## config.mk

```make
export PLATFORM = sky130hd
export DESIGN_NAME = irq_ack_hold_ctrl
export DESIGN_NICKNAME = d
export VERILOG_FILES = /design/src/rtl/irq_hold_pkg.sv /design/src/rtl/irq_class_decode.sv /design/src/rtl/irq_boundary_track.sv /design/src/rtl/irq_prio_arb.sv /design/src/rtl/irq_svc_port.sv /design/src/rtl/irq_ack_hold_ctrl.sv
export SDC_FILE = /design/constraint.sdc
export NUM_CORES = 1
export LEC_CHECK = 0
export BUFFER_PORTS_ARGS = -buffer_cell sky130_fd_sc_hd__buf_4
export CAP_MARGIN = 20
export CORE_MARGIN = 2
export CORE_UTILIZATION = 35
export DETAILED_ROUTE_END_ITERATION = 16
export PLACE_DENSITY = 0.71
export SYNTH_ARGS = -nofsm -noshare
export SYNTH_HDL_FRONTEND = slang
export SYNTH_SLANG_ARGS = --single-unit
export TNS_END_PERCENT = 5
```

## constraint.sdc

```tcl
create_clock -name clk -period 6.82 [get_ports clk]
set_input_delay 0.341 -clock clk [delete_from_list [all_inputs] [get_ports clk]]
set_output_delay 0.341 -clock clk [all_outputs]
set_load 0.01 [all_outputs]
```

## src/rtl/irq_hold_pkg.sv

```systemverilog
package irq_hold_pkg;
  typedef enum logic [3:0] {
    CLS_PLAIN      = 4'd0,
    CLS_PSW_WR     = 4'd1,
    CLS_RET_INT    = 4'd2,
    CLS_RET_BRK    = 4'd3,
    CLS_EN_INT     = 4'd4,
    CLS_DIS_INT    = 4'd5,
    CLS_SKIP       = 4'd6,
    CLS_IRQ_REG_WR = 4'd7,
    CLS_BREAK      = 4'd8
  } iclass_e;

  localparam int CLS_W = 4;
endpackage

```

## src/rtl/irq_class_decode.sv

```systemverilog
module irq_class_decode
  import irq_hold_pkg::*;
(
  input  logic [CLS_W-1:0] cls_i,
  output logic             is_hold_o,
  output logic             is_break_o
);
  // Delaying classes and the break class; all other codes are ordinary
  always_comb begin
    is_hold_o  = 1'b0;
    is_break_o = 1'b0;
    case (cls_i)
      CLS_PSW_WR, CLS_RET_INT, CLS_RET_BRK, CLS_EN_INT,
      CLS_DIS_INT, CLS_SKIP, CLS_IRQ_REG_WR: is_hold_o  = 1'b1;
      CLS_BREAK:                             is_break_o = 1'b1;
      default: ;
    endcase
  end
endmodule

```

## src/rtl/irq_boundary_track.sv

```systemverilog
module irq_boundary_track (
  input  logic clk,
  input  logic rst_n,
  input  logic retire_valid_i,
  input  logic is_hold_i,
  input  logic is_break_i,
  output logic bnd_o,
  output logic held_o,
  output logic brk_o
);
  // Boundary marker plus per-boundary hold and break state
  always_ff @(posedge clk or negedge rst_n) begin
    if (!rst_n) begin
      bnd_o  <= 1'b0;
      held_o <= 1'b0;
      brk_o  <= 1'b0;
    end else begin
      bnd_o <= retire_valid_i;
      if (retire_valid_i) begin
        held_o <= is_hold_i;
        brk_o  <= is_break_i;
      end
    end
  end
endmodule

```

## src/rtl/irq_prio_arb.sv

```systemverilog
module irq_prio_arb #(
  parameter int N_SRC = 8,
  parameter int PRI_W = 2,
  localparam int IDX_W = (N_SRC > 1) ? $clog2(N_SRC) : 1
) (
  input  logic [N_SRC-1:0]       flags_i,
  input  logic [N_SRC-1:0]       mask_i,
  input  logic [N_SRC*PRI_W-1:0] pri_i,
  input  logic                   ie_i,
  output logic                   any_o,
  output logic [IDX_W-1:0]       win_o
);
  logic [N_SRC-1:0] elig;

  genvar g;
  generate
    for (g = 0; g < N_SRC; g++) begin : g_elig
      assign elig[g] = flags_i[g] & ~mask_i[g] & ie_i;
    end
  endgenerate

  // Strict less-than keeps the lower index on equal priority
  always_comb begin
    logic [PRI_W-1:0] best;
    any_o = 1'b0;
    win_o = '0;
    best  = '1;
    for (int i = 0; i < N_SRC; i++) begin
      if (elig[i] && (!any_o || pri_i[i*PRI_W +: PRI_W] < best)) begin
        any_o = 1'b1;
        best  = pri_i[i*PRI_W +: PRI_W];
        win_o = IDX_W'(i);
      end
    end
  end
endmodule

```

## src/rtl/irq_svc_port.sv

```systemverilog
module irq_svc_port #(
  parameter int IDX_W = 3
) (
  input  logic             clk,
  input  logic             rst_n,
  input  logic             grant_i,
  input  logic [IDX_W-1:0] src_i,
  input  logic             ready_i,
  output logic             valid_o,
  output logic [IDX_W-1:0] src_o
);
  // Request held until accepted; src is only loaded on a fresh grant
  always_ff @(posedge clk or negedge rst_n) begin
    if (!rst_n) begin
      valid_o <= 1'b0;
      src_o   <= '0;
    end else if (grant_i) begin
      valid_o <= 1'b1;
      src_o   <= src_i;
    end else if (valid_o && ready_i) begin
      valid_o <= 1'b0;
    end
  end
endmodule

```

## src/rtl/irq_ack_hold_ctrl.sv

```systemverilog
module irq_ack_hold_ctrl
  import irq_hold_pkg::*;
#(
  parameter int N_SRC = 8,
  parameter int PRI_W = 2,
  localparam int IDX_W = (N_SRC > 1) ? $clog2(N_SRC) : 1
) (
  input  logic                   clk,
  input  logic                   rst_n,
  input  logic                   retire_valid_i,
  input  logic [CLS_W-1:0]       retire_cls_i,
  input  logic [N_SRC-1:0]       flags_i,
  input  logic [N_SRC-1:0]       mask_i,
  input  logic [N_SRC*PRI_W-1:0] pri_i,
  input  logic                   ie_i,
  output logic                   ack_o,
  output logic [IDX_W-1:0]       ack_src_o,
  output logic [N_SRC-1:0]       flag_clr_o,
  output logic                   ie_clr_o,
  output logic                   svc_valid_o,
  output logic [IDX_W-1:0]       svc_src_o,
  input  logic                   svc_ready_i
);
  logic             is_hold, is_break;
  logic             bnd, held, brk;
  logic             any_elig;
  logic [IDX_W-1:0] win;
  logic             grant;

  irq_class_decode u_dec (
    .cls_i      (retire_cls_i),
    .is_hold_o  (is_hold),
    .is_break_o (is_break)
  );

  irq_boundary_track u_trk (
    .clk            (clk),
    .rst_n          (rst_n),
    .retire_valid_i (retire_valid_i),
    .is_hold_i      (is_hold),
    .is_break_i     (is_break),
    .bnd_o          (bnd),
    .held_o         (held),
    .brk_o          (brk)
  );

  irq_prio_arb #(.N_SRC(N_SRC), .PRI_W(PRI_W)) u_arb (
    .flags_i (flags_i),
    .mask_i  (mask_i),
    .pri_i   (pri_i),
    .ie_i    (ie_i),
    .any_o   (any_elig),
    .win_o   (win)
  );

  // Take a request only at an unheld, non-break boundary with the save port idle
  assign grant     = bnd & ~held & ~brk & ~svc_valid_o & any_elig;
  assign ack_o     = grant;
  assign ack_src_o = win;
  assign ie_clr_o  = grant | (bnd & brk);

  genvar g;
  generate
    for (g = 0; g < N_SRC; g++) begin : g_clr
      assign flag_clr_o[g] = grant && (win == IDX_W'(g));
    end
  endgenerate

  irq_svc_port #(.IDX_W(IDX_W)) u_svc (
    .clk     (clk),
    .rst_n   (rst_n),
    .grant_i (grant),
    .src_i   (win),
    .ready_i (svc_ready_i),
    .valid_o (svc_valid_o),
    .src_o   (svc_src_o)
  );
endmodule

```

## Word-level counts from Yosys, hierarchy flattened

Cells that the tools add are included.

| operators by class | value |
|---|---|
| order comparisons | 7 |
| eq/ne operators | 15 |
| mux-type cells | 26 |
| bitwise gates (word level) | 33 |
| reductions and logical operators | 33 |

Operators with widths:

| kind | count |
|---|---|
| $and A1 B1 Y1 | 21 |
| $mux W2 | 9 |
| $eq A4 B3 Y1 const B | 4 |
| $logic_and A1 B1 Y1 | 16 |
| $lt A2 B2 Y1 | 7 |
| $mux W1 | 13 |
| $eq A3 B3 Y1 const B | 4 |
| $mux W3 | 4 |
| $not A1 Y1 | 11 |
| $eq A4 B2 Y1 const B | 2 |
| $logic_not A1 Y1 | 7 |
| $logic_or A1 B1 Y1 | 7 |
| $reduce_or A7 Y1 | 1 |
| $eq A3 B2 Y1 const B | 2 |
| $eq A4 B1 Y1 const B | 1 |
| $eq A4 B4 Y1 const B | 1 |
| $eq A3 B1 Y1 const B | 1 |
| $logic_not A3 Y1 | 1 |
| $reduce_bool A2 Y1 | 1 |
| $or A1 B1 Y1 | 1 |

| word-level totals | value |
|---|---|
| register bits after elaboration | 7 |
| bits of input ports | 41 |
| output and inout port bits | 17 |
| word-level logic and storage cells | 119 |

## Longest topological paths before layout

Gate-level depths: netlist of the first run.

| logic depth | value |
|---|---|
| word-level depth | 34 |
| depth in mapped cells | 21 |
| depth with buffers taken out | 19 |

## Modules after synthesis

Synthesis of the first run repeated with hierarchy kept, for this count alone.

| second synthesis, totals | value |
|---|---|
| cell total of the unflattened synthesis | 139 |
| area, all modules | 1,112.3 sq um |

By module, submodules not included:

| module | instances | cells an instance | area each (sq um) | seq. area each (sq um) |
|---|---|---|---|---|
| irq_prio_arb | 1 | 104 | 720.7 | 0.0 |
| irq_svc_port | 1 | 9 | 146.4 | 100.1 |
| irq_ack_hold_ctrl | 1 | 18 | 127.6 | 0.0 |
| irq_boundary_track | 1 | 5 | 97.6 | 75.1 |
| irq_class_decode | 1 | 3 | 20.0 | 0.0 |

## Worst setup path before layout of the first run

Ideal clock, no wire load.

| path | value |
|---|---|
| path type | input -> output |
| start | in ie_i |
| end | out flag_clr_o[6] |
| arrival | 4.826 ns |
| required time | 6.479 ns |
| setup slack | 1.653 ns |
| stages | 20 |
| buffers on the path | 2 |
| path through | buf_2 -> nor4bb_1 -> or3b_1 -> buf_2 -> or2_1 -> or4_1 -> o21ai_2 -> mux2i_1 -> ha_1 -> or2_2 -> a21oi_1 -> a211o_1 -> nor2_1 -> a21oi_1 -> ha_1 -> or2_2 -> a21oi_1 -> nor2_1 -> a21boi_0 -> a2111oi_2 |

| between the ends | value |
|---|---|
| word-level cells in the longest chain between the ends | 32 |
| elaborated cells on any way between the ends | 61 |
| those cells by class | 7 x order compare; 1 x eq/ne; 22 x mux; 9 x bitwise; 22 x reduce/logical |

RTL lines:

| element | line | text |
|---|---|---|
| start, declared | irq_ack_hold_ctrl.sv:15 | `input logic ie_i,` |
| $and A1 B1 Y1 | irq_prio_arb.sv:18 | `assign elig[g] = flags_i[g] & ~mask_i[g] & ie_i;` |
| $mux W2 / $mux W1 (equally long branches) | irq_prio_arb.sv:29 | `if (elig[i] && (!any_o \|\| pri_i[i*PRI_W +: PRI_W] < best)) begin` |
| $lt A2 B2 Y1 / $logic_not A1 Y1 (equally long branches) | irq_prio_arb.sv:29 |  |
| $logic_or A1 B1 Y1 | irq_prio_arb.sv:29 |  |
| $logic_and A1 B1 Y1 | irq_prio_arb.sv:29 |  |
| $mux W2 / $mux W1 (equally long branches) | irq_prio_arb.sv:29 |  |
| $lt A2 B2 Y1 / $logic_not A1 Y1 (equally long branches) | irq_prio_arb.sv:29 |  |
| $logic_or A1 B1 Y1 | irq_prio_arb.sv:29 |  |
| (+16 left out) | -- |  |
| $logic_and A1 B1 Y1 | irq_prio_arb.sv:29 |  |
| $mux W2 / $mux W1 (equally long branches) | irq_prio_arb.sv:29 |  |
| $lt A2 B2 Y1 / $logic_not A1 Y1 (equally long branches) | irq_prio_arb.sv:29 |  |
| $logic_or A1 B1 Y1 | irq_prio_arb.sv:29 |  |
| $logic_and A1 B1 Y1 | irq_prio_arb.sv:29 |  |
| $mux W3 / $mux W1 (equally long branches) | irq_prio_arb.sv:29 |  |
| $eq A3 B3 Y1 / $and A1 B1 Y1 (equally long branches) | irq_ack_hold_ctrl.sv:65, irq_ack_hold_ctrl.sv:57 |  |
| $logic_and A1 B1 Y1 (*) | irq_ack_hold_ctrl.sv:65 | `assign flag_clr_o[g] = grant && (win == IDX_W'(g));` |
| end, declared | irq_ack_hold_ctrl.sv:18 | `output logic [N_SRC-1:0] flag_clr_o,` |

Every way passes the cells marked *; elsewhere a longest branch is shown, timed or not.

## Worst setup path in the final report of the first run

Same ends and word-level chain as after synthesis.

==> flow_metrics.env, run 1 <==
export IMPL_status="finished clean"
export IMPL_cts_path_max_buffers=2
export IMPL_routed_via_density=5.67
export IMPL_number_of_flops_mapped_to_enable_cells_by_yosys=0
export IMPL_syn2layout_area_growth_pct=41.7
export IMPL_synth_seq_area_share=0.144
export IMPL_crit_chain="buf_4, nor4bb_1, or3b_1, or2_1, or4_1, o21ai_2, mux2i_1, ha_1, or2_2, a21oi_1, a211o_1, nor2_1, a21oi_1, ha_1, or2_2, a21oi_1, nor2_1, a21boi_0, a2111oi_2, buf_4"
export IMPL_syn_nets=212
export IMPL_drc=0
export IMPL_clk_root_buffer_cell="sky130_fd_sc_hd__clkbuf_4"
export IMPL_layout_nets=272
export IMPL_yosys_register_bits=7
export IMPL_max_cap_viol_count=0
export IMPL_power_per_cell_area_nw_per_um2=125
export IMPL_synth_most_common_cell="sky130_fd_sc_hd__nand2_1"
export IMPL_yosys_area_top_type_share=0.144
export IMPL_crit_fanout=19
export IMPL_design_portCount=58
export IMPL_antenna_left=0
export IMPL_postLayoutSetupSlackWorst_ps=1130
export IMPL_timing_hold_worst_class="in -> reg"
export IMPL_nFillCells=364
export IMPL_netlist_top_cells_count="sky130_fd_sc_hd__nand2_1, sky130_fd_sc_hd__nor2_1, sky130_fd_sc_hd__a21oi_1, sky130_fd_sc_hd__inv_1, sky130_fd_sc_hd__o21ai_0"
export IMPL_postRouteWirelength_mm=3.65
export IMPL_fmaxAchievable_mhz=176
export IMPL_summed_instance_area_of_the_synthesized_netlist_sq_um=1220
export IMPL_num_antenna_cells=0
export IMPL_drt_first_iter_violations=96
export IMPL_hold_ws_ps=223
export IMPL_non_filler_instance_count_after_layout=274
export IMPL_layout_drive_gt1_share=0.303
export IMPL_postSynth_asyncResetShare=1.00
export IMPL_grt_use_total=0.183
export IMPL_gpl_final_weighted_congestion=0.879
export IMPL_post_route_fraction_of_the_period_consumed_by_the_critical_path=0.835
export IMPL_grt_antenna_before_repair=0
export IMPL_postSynth_topFlopCell="sky130_fd_sc_hd__dfrtp_1"
export IMPL_crit_path_top_delay_cell="sky130_fd_sc_hd__or4_1"
export IMPL_die_area_sq_um=3970
export IMPL_multi_input_comb_area_sq_um=998
export IMPL_synth_cells=169
export IMPL_cts_post_setup_buffers_inserted=0
export IMPL_slew_viol_final=0
export IMPL_setup_total_negative_slack_ps=0
export IMPL_syn_avg_cell_area_sq_um=7.20
export IMPL_worst_setup_end_kind="output port"
export IMPL_drt_wirelength_per_cell_microns=13.3
export IMPL_ff_latch_area_sq_um=175
export IMPL_detailed_place_hpwl_mm=3.05
export IMPL_ys_types=57
export IMPL_maxSlewHeadroom=0.282
export IMPL_clk_pin_slew_worst_paths_ps=50
export IMPL_core_area_sq_um=3340
export IMPL_setup_worst_path_class="in -> out"
export IMPL_clk_insertion_delay_late_ps=250
export IMPL_firstDrtPassIters=4
export IMPL_numPortBuffers=57
export IMPL_worstMarginPinSlew_ps=1050
export IMPL_cts_max_level=1
export IMPL_via_count=1554
export IMPL_power_leakage_nw=0.783
export IMPL_die_w_microns=63.0
export IMPL_ys_top_cells_by_area="sky130_fd_sc_hd__dfrtp_1, sky130_fd_sc_hd__nand2_1, sky130_fd_sc_hd__a21oi_1"
export IMPL_period_needed_ps=5690
export IMPL_hold_viol=0
export IMPL_grt_pass1_wl_mm=6.12
export IMPL_cts_buffers_inserted=3
export IMPL_ir_worst_vdd_mv=0.128
export IMPL_chipHeight_microns=63.0
export IMPL_overflow=0
export IMPL_rsz_0062_raised_after_global_routing="false"
export IMPL_floorplan_rows=21
export IMPL_critPathArrivalTime_ps=5350
export IMPL_finalSetupViolations=0
export IMPL_critical_path_required_ps=6480
export IMPL_layout_core_utilization=0.517
export IMPL_grt_start_max_net_pins=20
export IMPL_worst_path_largest_cell_delay_ps=550
export IMPL_cts_sinks=7
export IMPL_numPlacedInstances=269
export IMPL_grt_pass1_vias=1383
export IMPL_yosysTopAreaCell="sky130_fd_sc_hd__dfrtp_1"
export IMPL_worst_setup_path_start_kind="input port"
export IMPL_cts_resized=0
export IMPL_tritoncts="done"
export IMPL_timing_clock_skew_ps=7.56
export IMPL_synth_warn=0
export IMPL_initial_utilization=0.365
export IMPL_detailedPlace_worstSlack_ps=1180
export IMPL_cts_hold_buffers=1
export IMPL_worst_path_most_repeated_cell="sky130_fd_sc_hd__a21oi_1"
path summary, 6_finish.rpt:
| kind | start | endpoint | slack, ps | depth (start not counted) |
|---|---|---|---|---|
| min | retire_valid_i | u_trk.bnd_o$_DFF_PN0_ | 220 | 1 |
| min in group asynchronous | rst_n | u_svc.valid_o$_DFFE_PN0P_ | 440 | 2 |
| max reg2reg | u_trk.held_o$_DFFE_PN0P_ | u_svc.src_o[2]$_DFFE_PN0P_ | 4920 | 4 |
| max | ie_i | flag_clr_o[6] | 1130 | 20 |
| min reg2reg | u_svc.src_o[2]$_DFFE_PN0P_ | u_svc.src_o[2]$_DFFE_PN0P_ | 530 | 1 |
| max in group asynchronous | rst_n | u_svc.src_o[2]$_DFFE_PN0P_ | 6250 | 2 |
power breakdown:
part | total, mW | internal [mW] | switching [mW]
registers | 0.0577 | 0.0514 | 0.00623
logic | 0.121 | 0.0607 | 0.0605
clock network | 0.0372 | 0.0223 | 0.0149
routing by layer:
metal | track usage | wire length [microns]
met5 | 0 | 0
met4 | 0.0361 | 23
met3 | 0.0306 | 255
met2 | 0.290 | 1680
met1 | 0.260 | 1690
critical path: cells and delay by family:
family | cells | cell delay [ps]
and+or+nand+nor | 8 | 2240
AOI/OAI and AO/OA | 7 | 1660
adders and majority gates | 2 | 480
buffers and inverters | 2 | 370
muxes | 1 | 250
final cells by class:
class                      count  share of cell area
tap                           46              0.0334
sequential                     7               0.102
multi-input combinational    151               0.579
timing repair buffer          58               0.254
inverter                       8              0.0174
clock buffer                   4              0.0152
state kept, by name (all words and copies together), names as in the netlist:
name	count
u_svc.src_o	3
u_trk.brk_o	1
u_trk.bnd_o	1
u_svc.valid_o	1
u_trk.held_o	1
stage by stage:
step	total power [mW]	cell area, sq um
final	0.216	1730
after global routing	0.235	1730
after CTS	0.219	1730
after detailed placement	0.179	1690
after global placement	0.179	1690
after floorplan	0.122	1220
logic make-up after synthesis:
logic type               Yosys count  share of synthesized area
buffers and inverters             11                     0.0360
adder cells (fa/ha/maj)            4                     0.0370
flip-flops                         7                      0.144
multiplexers                       2                     0.0175
AND/OR/NAND/NOR                   80                      0.372
AO/OA/AOI/OAI                     65                      0.394
cell usage in the layout (no fill, tap or decap), types with 2 or more instances in the layout:
| cell | synthesis | layout |
|---|---|---|
| sky130_fd_sc_hd__buf_4 | 0 | 57 |
| sky130_fd_sc_hd__nand2_1 | 19 | 19 |
| sky130_fd_sc_hd__nor2_1 | 13 | 13 |
| sky130_fd_sc_hd__a21oi_1 | 12 | 12 |
| sky130_fd_sc_hd__inv_1 | 8 | 8 |
| sky130_fd_sc_hd__o21ai_0 | 8 | 8 |
| sky130_fd_sc_hd__nor3_1 | 7 | 7 |
| sky130_fd_sc_hd__dfrtp_1 | 7 | 7 |
| sky130_fd_sc_hd__nand3b_1 | 6 | 6 |
| sky130_fd_sc_hd__nor2b_1 | 6 | 6 |
| sky130_fd_sc_hd__a211oi_1 | 5 | 5 |
| sky130_fd_sc_hd__or2_2 | 4 | 4 |
| sky130_fd_sc_hd__a211o_1 | 4 | 4 |
| sky130_fd_sc_hd__and2_1 | 4 | 4 |
| sky130_fd_sc_hd__and3b_1 | 3 | 3 |
| sky130_fd_sc_hd__o31ai_1 | 3 | 3 |
| sky130_fd_sc_hd__o21bai_1 | 3 | 3 |
| sky130_fd_sc_hd__nor4_1 | 3 | 3 |
| sky130_fd_sc_hd__nand3_1 | 3 | 3 |
| sky130_fd_sc_hd__a31oi_1 | 3 | 3 |
| sky130_fd_sc_hd__clkbuf_4 | 0 | 3 |
| sky130_fd_sc_hd__nor4bb_1 | 2 | 2 |
| sky130_fd_sc_hd__or3_1 | 2 | 2 |
| sky130_fd_sc_hd__o21a_1 | 2 | 2 |
| sky130_fd_sc_hd__o211ai_1 | 2 | 2 |
| sky130_fd_sc_hd__a21boi_0 | 2 | 2 |
| sky130_fd_sc_hd__o22a_1 | 2 | 2 |
| sky130_fd_sc_hd__maj3_1 | 2 | 2 |
| sky130_fd_sc_hd__a41oi_1 | 2 | 2 |
| sky130_fd_sc_hd__ha_1 | 2 | 2 |
Power figures use the tool's default switching activity.
==> run 2: changes to the inputs <==
Settings changed: PLACE_DENSITY 0.71 to 0.74.
Clock period 6.82 ns to 5 ns, I/O delays scaled along.
==> flow_metrics.env, run 2 (synthesis results as in run 1) <==
export IMPL_number_of_cells_on_the_critical_path=20
export IMPL_chipHeight_microns=63.0
export IMPL_num_antenna_cells=0
export IMPL_grt_util_met1=0.238
export IMPL_worstPathBufferInverterCount=2
export IMPL_period_needed_ps=4940
export IMPL_setup_worst_path_class="in -> out"
export IMPL_gr_max_usage_layer="met2"
export IMPL_whs_endpoint="u_trk.bnd_o$_DFF_PN0_"
export IMPL_power_switching_mw=0.121
export IMPL_power_per_cell_area_nw_per_um2=166
export IMPL_grt_use_met2=0.326
export IMPL_finalSetupViolations=0
export IMPL_antenna_left=0
export IMPL_syn2layout_area_growth_pct=57.7
export IMPL_worstHoldPathCells=1
export IMPL_largest_register_ff_count=3
export IMPL_hold_ws_ps=139
export IMPL_ir_worst_vdd_mv=0.139
export IMPL_cts_max_level=1
export IMPL_slew_viol_final=0
export IMPL_hp_start="retire_valid_i"
export IMPL_worst_path_largest_cell_delay_ps=530
export IMPL_placed_cell_area_sq_um=1770
export IMPL_numPlacedInstances=280
export IMPL_max_cap_viol_count=0
export IMPL_layout_nets=289
export IMPL_critPathArrivalTime_ps=4690
export IMPL_hold_viol=0
export IMPL_crit_reg2reg_launch="u_trk.held_o$_DFFE_PN0P_"
export IMPL_clk_root_buffer_cell="sky130_fd_sc_hd__clkbuf_4"
export IMPL_core_area_sq_um=3340
export IMPL_firstDrtPassIters=4
export IMPL_largest_register="u_svc.src_o"
export IMPL_worstMarginPinSlew_ps=863
export IMPL_design_portCount=58
export IMPL_drt_first_iter_violations=100
export IMPL_gpl_final_weighted_congestion=0.898
export IMPL_cts_buffers_inserted=3
export IMPL_die_w_microns=63.0
export IMPL_non_filler_instance_count_after_layout=291
export IMPL_worst_setup_end_kind="output port"
export IMPL_via_count=1599
export IMPL_clk_insertion_delay_late_ps=240
export IMPL_cpLargestDelayFamily="simple AND/OR/NAND/NOR gates"
export IMPL_detailedPlace_worstSlack_ps=-10.0
export IMPL_power_leakage_nw=0.887
export IMPL_grt_antenna_before_repair=0
export IMPL_finish_instance_area_sq_um=1920
export IMPL_power_combinational_fraction=0.598
export IMPL_p_clk_frac=0.155
export IMPL_crit_path_top_delay_cell="sky130_fd_sc_hd__or4_4"
export IMPL_worst_r2r_setup_slack_ps=3060
export IMPL_crit_fanout=5
export IMPL_grt_use_total=0.189
export IMPL_cts_sinks=7
export IMPL_floorplan_rows=21
export IMPL_grt_met3_usage=0.0198
export IMPL_grt_pass1_wl_mm=6.29
export IMPL_rsz_0062_raised_after_global_routing="true"
export IMPL_die_area_sq_um=3970
export IMPL_swShare=0.379
export IMPL_drt_wirelength_per_cell_microns=13.7
export IMPL_rr_worst_depth=4
export IMPL_maxSlewHeadroom=0.410
export IMPL_power_report_internal_total_mw=0.198
export IMPL_status="finished clean"
export IMPL_seqPwrFrac=0.247
export IMPL_crit_chain="buf_4, nor4bb_1, or3b_1, or2_1, or4_4, o21ai_4, mux2i_2, ha_2, or2_2, a21oi_2, a211o_1, nor2_2, a21oi_2, ha_1, or2_4, a21oi_4, nor2_2, a21boi_4, a2111oi_2, buf_4"
export IMPL_detailed_place_hpwl_mm=3.12
export IMPL_timing_clock_skew_ps=1.03
export IMPL_initial_utilization=0.365
export IMPL_drc=0
export IMPL_grt_pass1_vias=1517
export IMPL_setup_worst_path_start="ie_i"
export IMPL_critical_path_required_ps=4750
export IMPL_fmaxAchievable_mhz=203
export IMPL_tritoncts="done"
export IMPL_cts_path_max_buffers=2
export IMPL_timing_hold_worst_class="in -> reg"
export IMPL_setup_total_negative_slack_ps=0
export IMPL_routed_via_density=5.49
export IMPL_postLayoutSetupSlackWorst_ps=64.5
export IMPL_clk_pin_slew_worst_paths_ps=50
export IMPL_post_route_fraction_of_the_period_consumed_by_the_critical_path=0.987
export IMPL_worst_setup_path_start_kind="input port"
export IMPL_layout_drive_gt1_share=0.396
export IMPL_numPortBuffers=57
export IMPL_grt_start_max_net_pins=16
export IMPL_crit_reg2reg_capture="u_svc.src_o[2]$_DFFE_PN0P_"
export IMPL_overflow=0
export IMPL_mostFrequentLayoutCells="sky130_fd_sc_hd__buf_4, sky130_fd_sc_hd__nand2_1, sky130_fd_sc_hd__nor2_1"
export IMPL_layout_commonest_cell="sky130_fd_sc_hd__buf_4"
export IMPL_postRouteWirelength_mm=3.99
run 2: changes by cell type in the layout (fill, tap and decap cells not counted), sizes merged:
cell and change:
buf +17
run 2: power by group through the flow:
stage	Clock, mW	Sequential (mW)	Combinational [mW]
detailed placement	0	0.0796	0.171
CTS	0.0517	0.0787	0.173
global route	0.0570	0.0803	0.207
global placement	0	0.0790	0.170
floorplan	0	0.0834	0.0832
finish	0.0494	0.0789	0.191
run 2: how the worst max path moves through the flow:
stage | to | slack (ps)
finish | flag_clr_o[6] | 60
global route | flag_clr_o[0] | -130
CTS | flag_clr_o[6] | 50
detailed placement | flag_clr_o[6] | -10
global placement | flag_clr_o[6] | 140
floorplan | flag_clr_o[6] | 20
run 2: repair_timing:
| action | CTS | global route |
|---|---|---|
| cloned | 0 | 0 |
| endpoints found under the setup margin | 1 | 11 |
| gates resized for setup | 1 | 15 |
| hold buffers | 1 | 0 |
| hold endpoints to repair | 7 | 0 |
| pin swaps | 0 | 11 |
| setup buffers | 0 | 6 |
run 2: metrics by stage:
step                 util  total power, mW
floorplan               -            0.167
global placement    0.531            0.249
detailed placement  0.531            0.250
CTS                 0.543            0.303
global route        0.575            0.345
finish              0.575            0.319
run 2: worst reg2reg max path, delay by kind of cell, from the launching register on:
family	cells	cell delay (ps)
AO/OA/AOI/OAI	3	1130
flip-flops	1	380
AND/OR/NAND/NOR	1	320
run 2: final cells by class:
type,instances,area (sq um)
Multi-Input combinational cell,151,1060
Tap cell,46,57.6
Clock buffer,4,26.3
Inverter,8,30.0
Sequential cell,7,175
Timing Repair Buffer,75,566
Fill cell,334,1420
run 2: metal layers:
layer | up-vias | share of wire | wire length (microns)
met3 | 5 | 0.044 | 175
li1 | 821 | - | -
met4 | 0 | 0.0093 | 37
met2 | 39 | 0.50 | 1980
met5 | - | 0 | 0
met1 | 734 | 0.45 | 1800
